**src/rtl/snf_pkg.sv**
```systemverilog
package snf_pkg;

    localparam int BYTE_W = 8;

    localparam logic [BYTE_W-1:0] OPC_GET  = 8'h0F;
    localparam logic [BYTE_W-1:0] OPC_SET  = 8'h1F;
    localparam logic [BYTE_W-1:0] OPC_WREN = 8'h06;
    localparam logic [BYTE_W-1:0] OPC_WRDI = 8'h04;
    localparam logic [BYTE_W-1:0] OPC_RST  = 8'hFF;

    localparam logic [BYTE_W-1:0] SEL_PROT = 8'hA0;
    localparam logic [BYTE_W-1:0] SEL_CFG  = 8'hB0;
    localparam logic [BYTE_W-1:0] SEL_STAT = 8'hC0;

    localparam int BP_LO    = 3;
    localparam int BP_W     = 3;
    localparam int QUAD_BIT = 0;
    localparam int ECC_W    = 2;

    typedef enum logic [2:0] {
        PH_OPC,
        PH_RD_ADDR,
        PH_WR_ADDR,
        PH_WR_DATA,
        PH_DONE
    } phase_e;

    typedef struct packed {
        logic              wren;
        logic              wrdi;
        logic              soft_rst;
        logic              wr;
        logic [BYTE_W-1:0] addr;
        logic [BYTE_W-1:0] data;
    } reg_cmd_t;

    function automatic logic [BYTE_W-1:0] pack_status(
        input logic             busy,
        input logic             wel,
        input logic             efail,
        input logic             pfail,
        input logic [ECC_W-1:0] ecc
    );
        return {2'b00, ecc, pfail, efail, wel, busy};
    endfunction

endpackage

```
**src/rtl/snf_spi_front.sv**
```systemverilog
module snf_spi_front
    import snf_pkg::*;
#(
    parameter int SYNC_STAGES = 2
) (
    input  logic              clk,
    input  logic              rst,
    input  logic              sclk,
    input  logic              cs_n,
    input  logic              mosi,
    input  logic              load_en,
    input  logic [BYTE_W-1:0] load_byte,
    output logic              sel,
    output logic              byte_vld,
    output logic [BYTE_W-1:0] byte_data,
    output logic              miso
);
    localparam int LAST = SYNC_STAGES - 1;
    localparam int CNT_W = $clog2(BYTE_W);

    logic [SYNC_STAGES-1:0] sclk_s, cs_s, mosi_s;
    logic                   sclk_d;
    logic                   sclk_now, mosi_now, active, rise, fall;
    logic [CNT_W-1:0]       bit_cnt;
    logic [BYTE_W-1:0]      rx_sh, tx_sh;
    logic                   miso_q;

    always_ff @(posedge clk) begin
        if (rst) begin
            sclk_s <= '0;
            cs_s   <= '1;
            mosi_s <= '0;
            sclk_d <= 1'b0;
        end else begin
            sclk_s <= {sclk_s[SYNC_STAGES-2:0], sclk};
            cs_s   <= {cs_s[SYNC_STAGES-2:0], cs_n};
            mosi_s <= {mosi_s[SYNC_STAGES-2:0], mosi};
            sclk_d <= sclk_s[LAST];
        end
    end

    assign sclk_now = sclk_s[LAST];
    assign mosi_now = mosi_s[LAST];
    assign active   = ~cs_s[LAST];
    assign rise     = active & sclk_now & ~sclk_d;
    assign fall     = active & ~sclk_now & sclk_d;

    always_ff @(posedge clk) begin
        if (rst) begin
            bit_cnt   <= '0;
            rx_sh     <= '0;
            byte_vld  <= 1'b0;
            byte_data <= '0;
        end else begin
            byte_vld <= 1'b0;
            if (!active) begin
                bit_cnt <= '0;
            end else if (rise) begin
                rx_sh   <= {rx_sh[BYTE_W-2:0], mosi_now};
                bit_cnt <= bit_cnt + 1'b1;
                if (bit_cnt == CNT_W'(BYTE_W - 1)) begin
                    byte_vld  <= 1'b1;
                    byte_data <= {rx_sh[BYTE_W-2:0], mosi_now};
                end
            end
        end
    end

    always_ff @(posedge clk) begin
        if (rst) begin
            tx_sh  <= '0;
            miso_q <= 1'b0;
        end else if (!active) begin
            tx_sh  <= '0;
            miso_q <= 1'b0;
        end else if (load_en) begin
            tx_sh <= load_byte;
        end else if (fall) begin
            miso_q <= tx_sh[BYTE_W-1];
            tx_sh  <= {tx_sh[BYTE_W-2:0], 1'b0};
        end
    end

    assign sel  = active;
    assign miso = miso_q;

    AST_MISO_IDLE: assert property (@(posedge clk) disable iff (rst) !active |=> !miso_q);

endmodule

```
**src/rtl/snf_cmd_decoder.sv**
```systemverilog
module snf_cmd_decoder
    import snf_pkg::*;
(
    input  logic              clk,
    input  logic              rst,
    input  logic              sel,
    input  logic              byte_vld,
    input  logic [BYTE_W-1:0] byte_data,
    output reg_cmd_t          cmd,
    output logic [BYTE_W-1:0] rd_addr,
    output logic              load_en
);
    phase_e            phase;
    logic [BYTE_W-1:0] wr_addr;

    always_ff @(posedge clk) begin
        if (rst) begin
            phase   <= PH_OPC;
            wr_addr <= '0;
            rd_addr <= '0;
            load_en <= 1'b0;
            cmd     <= '0;
        end else begin
            cmd.wren     <= 1'b0;
            cmd.wrdi     <= 1'b0;
            cmd.soft_rst <= 1'b0;
            cmd.wr       <= 1'b0;
            load_en      <= 1'b0;
            if (!sel) begin
                phase <= PH_OPC;
            end else if (byte_vld) begin
                unique case (phase)
                    PH_OPC: begin
                        phase <= PH_DONE;
                        case (byte_data)
                            OPC_GET:  phase <= PH_RD_ADDR;
                            OPC_SET:  phase <= PH_WR_ADDR;
                            OPC_WREN: cmd.wren <= 1'b1;
                            OPC_WRDI: cmd.wrdi <= 1'b1;
                            OPC_RST:  cmd.soft_rst <= 1'b1;
                            default:  ;
                        endcase
                    end
                    PH_RD_ADDR: begin
                        rd_addr <= byte_data;
                        load_en <= 1'b1;
                        phase   <= PH_DONE;
                    end
                    PH_WR_ADDR: begin
                        wr_addr <= byte_data;
                        phase   <= PH_WR_DATA;
                    end
                    PH_WR_DATA: begin
                        cmd.wr   <= 1'b1;
                        cmd.addr <= wr_addr;
                        cmd.data <= byte_data;
                        phase    <= PH_DONE;
                    end
                    default: phase <= PH_DONE;
                endcase
            end
        end
    end

    AST_ONE_ACTION: assert property (@(posedge clk) disable iff (rst)
        $onehot0({cmd.wren, cmd.wrdi, cmd.soft_rst, cmd.wr, load_en}));

endmodule

```
**src/rtl/snf_reg_file.sv**
```systemverilog
module snf_reg_file
    import snf_pkg::*;
#(
    parameter logic [BYTE_W-1:0] PROT_RST = 8'h38,
    parameter logic [BYTE_W-1:0] CFG_RST  = 8'h10
) (
    input  logic              clk,
    input  logic              rst,
    input  reg_cmd_t          cmd,
    input  logic [BYTE_W-1:0] rd_addr,
    input  logic              array_busy_i,
    input  logic              prog_fail_i,
    input  logic              erase_fail_i,
    input  logic [ECC_W-1:0]  ecc_state_i,
    output logic [BYTE_W-1:0] rd_data,
    output logic              wel,
    output logic              quad_en,
    output logic [BP_W-1:0]   bp
);
    logic [BYTE_W-1:0] prot_q, cfg_q;
    logic              wel_q, efail_q, pfail_q;

    always_ff @(posedge clk) begin
        if (rst) begin
            prot_q <= PROT_RST;
            cfg_q  <= CFG_RST;
        end else if (cmd.wr) begin
            if (cmd.addr == SEL_PROT) prot_q <= cmd.data;
            if (cmd.addr == SEL_CFG)  cfg_q  <= cmd.data;
        end
    end

    always_ff @(posedge clk) begin
        if (rst) begin
            wel_q   <= 1'b0;
            efail_q <= 1'b0;
            pfail_q <= 1'b0;
        end else if (cmd.soft_rst) begin
            wel_q   <= 1'b0;
            efail_q <= 1'b0;
            pfail_q <= 1'b0;
        end else begin
            if (cmd.wren) wel_q <= 1'b1;
            if (cmd.wrdi) wel_q <= 1'b0;
            if (erase_fail_i) efail_q <= 1'b1;
            if (prog_fail_i)  pfail_q <= 1'b1;
        end
    end

    always_comb begin
        case (rd_addr)
            SEL_PROT: rd_data = prot_q;
            SEL_CFG:  rd_data = cfg_q;
            SEL_STAT: rd_data = pack_status(array_busy_i, wel_q, efail_q, pfail_q, ecc_state_i);
            default:  rd_data = '0;
        endcase
    end

    assign wel     = wel_q;
    assign quad_en = cfg_q[QUAD_BIT];
    assign bp      = prot_q[BP_LO +: BP_W];

    AST_WEL_SET: assert property (@(posedge clk) disable iff (rst) cmd.wren |=> wel_q);
    AST_WEL_CLR: assert property (@(posedge clk) disable iff (rst) cmd.wrdi |=> !wel_q);
    AST_RST_CLEARS: assert property (@(posedge clk) disable iff (rst)
        cmd.soft_rst |=> (!wel_q && !efail_q && !pfail_q));
    AST_RST_KEEPS: assert property (@(posedge clk) disable iff (rst)
        cmd.soft_rst |=> ($stable(prot_q) && $stable(cfg_q)));
    AST_STAT_RO: assert property (@(posedge clk) disable iff (rst)
        (cmd.wr && cmd.addr == SEL_STAT) |=> ($stable(prot_q) && $stable(cfg_q) && $stable(wel_q)));

endmodule

```
**src/rtl/snf_feature_target.sv**
```systemverilog
module snf_feature_target
    import snf_pkg::*;
#(
    parameter int                SYNC_STAGES = 2,
    parameter logic [BYTE_W-1:0] PROT_RST    = 8'h38,
    parameter logic [BYTE_W-1:0] CFG_RST     = 8'h10
) (
    input  logic             clk,
    input  logic             rst,
    input  logic             sclk,
    input  logic             cs_n,
    input  logic             mosi,
    output logic             miso,
    input  logic             array_busy_i,
    input  logic             prog_fail_i,
    input  logic             erase_fail_i,
    input  logic [1:0]       ecc_state_i,
    output logic             wel_o,
    output logic             quad_en_o,
    output logic [2:0]       bp_o
);
    logic              sel, byte_vld, load_en;
    logic [BYTE_W-1:0] byte_data, rd_addr, rd_data;
    reg_cmd_t          cmd;

    snf_spi_front #(.SYNC_STAGES(SYNC_STAGES)) u_front (
        .clk(clk), .rst(rst), .sclk(sclk), .cs_n(cs_n), .mosi(mosi),
        .load_en(load_en), .load_byte(rd_data),
        .sel(sel), .byte_vld(byte_vld), .byte_data(byte_data), .miso(miso)
    );

    snf_cmd_decoder u_dec (
        .clk(clk), .rst(rst), .sel(sel), .byte_vld(byte_vld), .byte_data(byte_data),
        .cmd(cmd), .rd_addr(rd_addr), .load_en(load_en)
    );

    snf_reg_file #(.PROT_RST(PROT_RST), .CFG_RST(CFG_RST)) u_regs (
        .clk(clk), .rst(rst), .cmd(cmd), .rd_addr(rd_addr),
        .array_busy_i(array_busy_i), .prog_fail_i(prog_fail_i),
        .erase_fail_i(erase_fail_i), .ecc_state_i(ecc_state_i),
        .rd_data(rd_data), .wel(wel_o), .quad_en(quad_en_o), .bp(bp_o)
    );

endmodule

```
**config.mk**
```make
export PLATFORM = sky130hd
export DESIGN_NAME = snf_feature_target
export DESIGN_NICKNAME = d
export VERILOG_FILES = /design/src/rtl/snf_pkg.sv /design/src/rtl/snf_spi_front.sv /design/src/rtl/snf_cmd_decoder.sv /design/src/rtl/snf_reg_file.sv /design/src/rtl/snf_feature_target.sv
export SDC_FILE = /design/constraint.sdc
export NUM_CORES = 1
export LEC_CHECK = 0
export BUFFER_PORTS_ARGS = -buffer_cell sky130_fd_sc_hd__buf_2
export CAP_MARGIN = 5
export CORE_MARGIN = 4
export CORE_UTILIZATION = 50
export CTS_CLUSTER_DIAMETER = 150
export CTS_CLUSTER_SIZE = 20
export DETAILED_ROUTE_END_ITERATION = 10
export PLACE_DENSITY = 0.67
export SETUP_SLACK_MARGIN = 0.1
export SLEW_MARGIN = 10
export SYNTH_ARGS = -nofsm -noshare
export SYNTH_HDL_FRONTEND = slang
export SYNTH_SLANG_ARGS = --single-unit
```
**constraint.sdc**
```tcl
create_clock -name clk -period 2.5 [get_ports clk]
set_clock_uncertainty 0.2 [all_clocks]
set_input_delay 0.375 -clock clk [delete_from_list [all_inputs] [get_ports clk]]
set_output_delay 0.375 -clock clk [all_outputs]
set_load 0.1 [all_outputs]
```
# Yosys cells after proc, flatten, opt, wreduce, memory -nomap -nowiden
# Cells that the tools add are included.
[classes]
eq_ne = 14
n_addsub = 1
muxes = 11
bitwise = 11
reduce_logical = 16
[op_table]
columns = ["operator", "count"]
rows = [
  ["== test 8 bit, second input constant", 6],
  ["one-hot mux 8 bit (3 select lines)", 1],
  ["two-way mux 17 bit", 1],
  ["== test 8 x 3 -> 1 bit, second input constant", 2],
  ["two-way mux 8 bit", 2],
  ["one-hot mux 3 bit (2 select lines)", 2],
  ["AND reduction 3 bit", 4],
  ["OR reduction 3 bit", 3],
  ["== test 8 x 4 -> 1 bit, second input constant", 1],
  ["== test 8 x 5 -> 1 bit, second input constant", 1],
  ["AND reduction 2 bit", 4],
  ["inverter 1 bit", 7],
  ["== test 3 x 2 -> 1 bit, second input constant", 2],
  ["two-way mux 1 bit", 5],
  ["AND 1 bit", 4],
  ["OR reduction 2 bit", 2],
  ["OR reduction 4 bit", 1],
  ["adder 3 x 1 -> 3 bit, second input constant", 1],
  ["== test 3 x 1 -> 1 bit, second input constant", 1],
  ["== test 3 bit, second input constant", 1],
  ["zero test 3 bit", 1],
  ["nonzero test 2 bit", 1],
]
[word_totals]
input_bits = 10
elab_cells = 78
regBits = 94
output_inout_bits = 6

# Logic depth before layout (Yosys ltp)
[depth]
depth_word = 5
depth_mapped = 7

# By module
# A second synthesis with hierarchy kept.
[hier_totals]
cells_unflattened = 412
area_unflattened_um2 = 4026.4
[by_module_without_submodules]
columns = ["mod", "area_each_um2", "seq_area_each_um2", "cells_each", "n_inst"]
rows = [
  ["snf_cmd_decoder", 1622.8, 800.8, 152, 1],
  ["snf_spi_front", 1385.1, 700.7, 148, 1],
  ["snf_reg_file", 1018.5, 380.4, 112, 1],
]

# Worst setup path before layout
# No wires, ideal clock.
[synth_path]
path_type = "reg2reg"
startpoint = "register, netlist name u_dec.cmd[8]"
endpoint = "register u_regs.cfg_q[4]"
required_ps = 2180
setup_ps = 120
setup_slack_ps = 465
synth_period_minus_slack_ps = 2035
arrival_time_ps = 1715
path_stages_with_launch = 5
cell_sequence = "dfxtp_1 > or4b_4 > nor4_4 > nor2b_1 > a211o_1"
[synth_between]
elab_chain_len = 2
[synth_lines]
columns = ["element", "line_no", "text"]
rows = [
  ["== test 8 bit", "snf_reg_file.sv:29", "if (cmd.addr == SEL_CFG) cfg_q <= cmd.data;"],
  ["AND reduction 2 bit (no source line)", "n/a", ""],
  ["end signal: assignment", "snf_reg_file.sv:29", ""],
  ["end: declaration", "snf_reg_file.sv:20", "logic [BYTE_W-1:0] prot_q, cfg_q;"],
]
# No other way between the ends.
# A chain may end at the register's enable or synchronous reset.

# Worst setup path after layout
[layout_path]
startpoint = "register, netlist name u_dec.cmd[8]"
endpoint = "register u_regs.prot_q[5]"
[layout_between]
elab_chain_len = 2
[layout_lines]
columns = ["element", "line_no", "text"]
rows = [
  ["== test 8 bit", "snf_reg_file.sv:28", "if (cmd.addr == SEL_PROT) prot_q <= cmd.data;"],
  ["AND reduction 2 bit (no source line)", "n/a", ""],
  ["end signal: assignment", "snf_reg_file.sv:28", ""],
  ["end: declaration", "snf_reg_file.sv:20", ""],
]
# No other way between the ends.

==> reports/results.txt <==
The sequential area share after synthesis was 52.1%. The finished layout holds 475 standard cells, fillers aside. The worst pin sits at a relative slew slack of 48.1%. In the routed design, unresolved DRC markers number 0. The worst hold path was traced through 2 stages. For the total chip power, the log shows 2.68 mW.

Dividing total power by cell area gives a power density of 670 mW/mm². The total detailed-routing wirelength was 6810 µm. Of all nets on the critical path, the largest fanout is 11. Synthesis inferred 94 register bits. The critical path buffer and inverter count was 1; the die span in x was 93.0 µm. The run gives 2347 as the number of global-route vias before repair. The region available for standard cell placement spans 0.00691 mm². TritonCTS built the clock tree. The logs give 0 for the count of antenna diodes in the layout and 0 for the number of hold-slack violations in the final timing report. Routability congestion estimate from global placement: 0.754. For this run, the slowest stage of the critical path takes 0.56 ns. Slew at the pin closest to its max-slew limit: 0.776 ns.

The later pin in the worst-skew pair is clocked with a latency of 0.34 ns. The worst hold path terminates at u_front.mosi_s[0]$_SDFF_PP0_. The floorplan has 30 rows. The summed instance area of the synthesized netlist was 0.00361 mm². The logs give 0 ns for the setup TNS and 365 for the synthesized netlist cell count. Timing analysis after detailed placement gives a worst setup slack of 0.545 ns. The net count of the finished layout is 386.

The critical path goes through or4b_4 -> nor4_2 -> buf_4 -> nor2b_1 -> a211o_1. The setup check on the worst reg-to-reg path leaves a slack of 0.54 ns. The maximum achievable frequency was 511 MHz; the switching portion of total power was 19.2%. The worst flop-to-flop path startpoint is u_dec.cmd[8]$_SDFFE_PP0P_. The tool flagged a number of max-cap violations equal to 0. Slowest library cell on the worst path: sky130_fd_sc_hd__or4b_4. Buffers inserted during clock tree synthesis total 9. The tools report the placed instance count as 458.

For the maximum number of pins on one net before global-route repair, the log shows 44. The flow ran to the end, and the final reports show no timing, DRC or antenna violations. For this design the total switching power over the nets is 0.514 mW. Number of warnings printed during yosys synthesis: 0. The end of the worst register-to-register path was u_regs.prot_q[5]$_SDFFE_PP1P_. Category of the worst setup path capture point: a register. The synthesized netlist contains 40 unique library cells. The H-tree was split into 3 levels.

Clock-pin slew was measured on the worst setup and hold paths at 0.09 ns. The final-report setup violation count was 0; the clock power share was 42.1%. The share of async-settable or async-resettable flops after synthesis was 0%; the DRC violation total after the first TritonRoute iteration was 80. Dividing the final minimum period by the clock period gives 78.2%. The root buffer cell was sky130_fd_sc_hd__clkbuf_8. After layout, the minimum clock period comes to 1.96 ns. The run gives 16.6% as the total track usage. The run gives 56.3% as the portion of total power attributed to sequential cells.

By startpoint and endpoint, the worst setup path is classified as register to register. The wire-length estimate of the detail-placed layout is 4700 µm. At the worst endpoint, the arrival time is 2.00 ns. The worst setup path is launched from a register. The max-slew violation count was 0.

For this block, the via count after detailed routing is 2492. In the post-synthesis netlist, the biggest area contributors are sky130_fd_sc_hd__dfxtp_1 (52%), sky130_fd_sc_hd__mux2i_1 (16%), sky130_fd_sc_hd__nor2_1 (7.1%). At the end of the flow the core is filled with cells to 57.9%.

The slack of the critical path is 0.545 ns. During placement, the flow inserted port buffers numbering 15. The kind of cell with the highest combined delay along the critical path is simple AND/OR/NAND/NOR gates. The antenna violation net count after detailed routing was 0; the post-synthesis net count was 377. Dividing the detail-routed wire length by the instance count gives 14.3 µm. Ranked by instance count, the synthesized netlist is headed by sky130_fd_sc_hd__dfxtp_1 (94), sky130_fd_sc_hd__nor2_1 (68), sky130_fd_sc_hd__mux2i_1 (56).

The data required time of the critical path came out at 2.54 ns. The longest clock path from root to sink contains 2 buffers. The via count normalized by instance count came out at 5.25. The die covers 0.00865 mm². After synthesis, the largest area contributor takes up 52.1% of total cell area.

Final hold analysis gives a worst-case slack of 0.0383 ns. Fill cells in the final layout number 645. Summed over all instances, the cell type with the most area after synthesis is sky130_fd_sc_hd__dfxtp_1. Synthesized area per cell: 9.90 µm². The power share of the combinational group is 1.6%, and the area growth from synthesis to final layout is 10.7%. From bottom edge to top edge, the die measures 93.0 µm. The initial utilization of the core area, before any placement, comes to 52.3%.

The share of cells above drive strength 1 is 12.1%. VDD sags by at most 330 µV. The launch instance of the worst min-delay path is mosi.

The most used flip-flop cell after synthesis is sky130_fd_sc_hd__dfxtp_1. The cell area reported after detailed placement is 0.00375 mm², and the number of ports placed on the die boundary is 16. Setup repair after global routing left no endpoint under its margin.

The detailed-routing iteration count for the pre-antenna-repair pass is 4, and the global-route wire length before repair is 11300 µm. The most frequently used cell type in the post-synthesis netlist is sky130_fd_sc_hd__dfxtp_1. Initial antenna violation count: 0. The analysis attributes to cell leakage a power of 1.55 nW. The finished cells cover 0.00400 mm². Number of clock sinks: 94. The count of cells along the worst register-to-register path came out at 5. The worst min-delay path category was input port to register. For this run the aggregate overflow at the end of global routing stands at 0.

The number of enable-type register cells in the synthesized netlist was 0. Internal power comes to 2.16 mW.
-- worst reg2reg max path, delay by kind of cell, from the launching register on --
family / cells / cell delay [ns]
buffers and inverters: 1 / 0.23
AO/OA/AOI/OAI: 1 / 0.26
AND/OR/NAND/NOR: 3 / 0.84
flip-flops: 1 / 0.32
-- worst max path at each step --
stage                                    startpoint                            end  cells after the start
after floorplan           u_dec.cmd[8]$_SDFFE_PP0P_   u_regs.cfg_q[4]$_SDFFE_PP1P_                      4
after global placement    u_dec.cmd[8]$_SDFFE_PP0P_  u_regs.prot_q[4]$_SDFFE_PP1P_                      5
after detailed placement  u_dec.cmd[8]$_SDFFE_PP0P_  u_regs.prot_q[5]$_SDFFE_PP1P_                      5
after CTS                 u_dec.cmd[8]$_SDFFE_PP0P_  u_regs.prot_q[5]$_SDFFE_PP1P_                      5
after global routing      u_dec.cmd[8]$_SDFFE_PP0P_  u_regs.prot_q[5]$_SDFFE_PP1P_                      5
final                     u_dec.cmd[8]$_SDFFE_PP0P_  u_regs.prot_q[5]$_SDFFE_PP1P_                      5
-- layer usage --
metal  part of all wire [%]  global-route usage (%)  vias to the layer above
met5                      0                       0                        -
met4                    1.6                    6.59                        0
met3                    2.0                    3.22                        8
met2                     47                    27.4                       24
met1                     49                    21.3                     1175
li1                       -                       -                     1285
-- power groups by stage --
stage | Clock [mW] | Combinational (mW) | Sequential (mW)
after floorplan | 0 | 0.0300 | 1.54
after global routing | 1.22 | 0.0468 | 1.51
after CTS | 1.16 | 0.0424 | 1.51
final | 1.13 | 0.0416 | 1.51
after detailed placement | 0 | 0.0410 | 1.54
after global placement | 0 | 0.0406 | 1.54
-- cells in the final DEF (no fill, tap or decap), types with 4 or more instances in the layout --
cell type                   netlist  final
sky130_fd_sc_hd__buf_4            3      7
sky130_fd_sc_hd__buf_2            5     15
sky130_fd_sc_hd__nor3b_1          4      4
sky130_fd_sc_hd__nor2_1          68     68
sky130_fd_sc_hd__a211o_1          4      4
sky130_fd_sc_hd__a21oi_1         13     13
sky130_fd_sc_hd__nor2b_1         11     11
sky130_fd_sc_hd__a22oi_1         10     10
sky130_fd_sc_hd__dfxtp_1         94     94
sky130_fd_sc_hd__mux2i_1         56     56
sky130_fd_sc_hd__a2bb2oi_1        5      5
sky130_fd_sc_hd__clkbuf_8         0     12
sky130_fd_sc_hd__nor3_1           4      4
sky130_fd_sc_hd__o22ai_1          7      7
sky130_fd_sc_hd__nand2_1         22     22
-- cell families after synthesis --
family,Yosys count,share of synthesized area [%]
compound gates,47,8.97
xor+xnor,1,0.243
fa+ha+maj,2,0.693
buf+inv,27,3.29
flops,94,52.1
mux,56,15.5
simple gates,138,19.2
-- cell type report --
cell class / instances / area [µm²] / area share [%]
inverter: 2 / 7.51 / 0.188
multi-input combinational: 244 / 1620 / 40.5
sequential: 94 / 1880 / 47.1
clock buffer: 13 / 169 / 4.22
tap: 96 / 120 / 3.00
timing repair buffer: 23 / 138 / 3.44
clock inverter: 3 / 65.1 / 1.63
-- flip-flops by register name, summed over array words and instances, names as in the netlist, 3 cells and up --
signal and cells:
u_dec.cmd 20, u_dec.phase 3, u_dec.rd_addr 8, u_dec.wr_addr 8, u_front.bit_cnt 3, u_front.byte_data 8
u_front.rx_sh 7, u_front.tx_sh 8, u_regs.cfg_q 8, u_regs.prot_q 8
-- what timing repair did --
action                    CTS  global route
buffers inserted            0             0
hold endpoints to repair    1             0
gates resized for setup     0             0
hold buffers                1             0
Note: power is estimated with default switching activity, not from simulation.
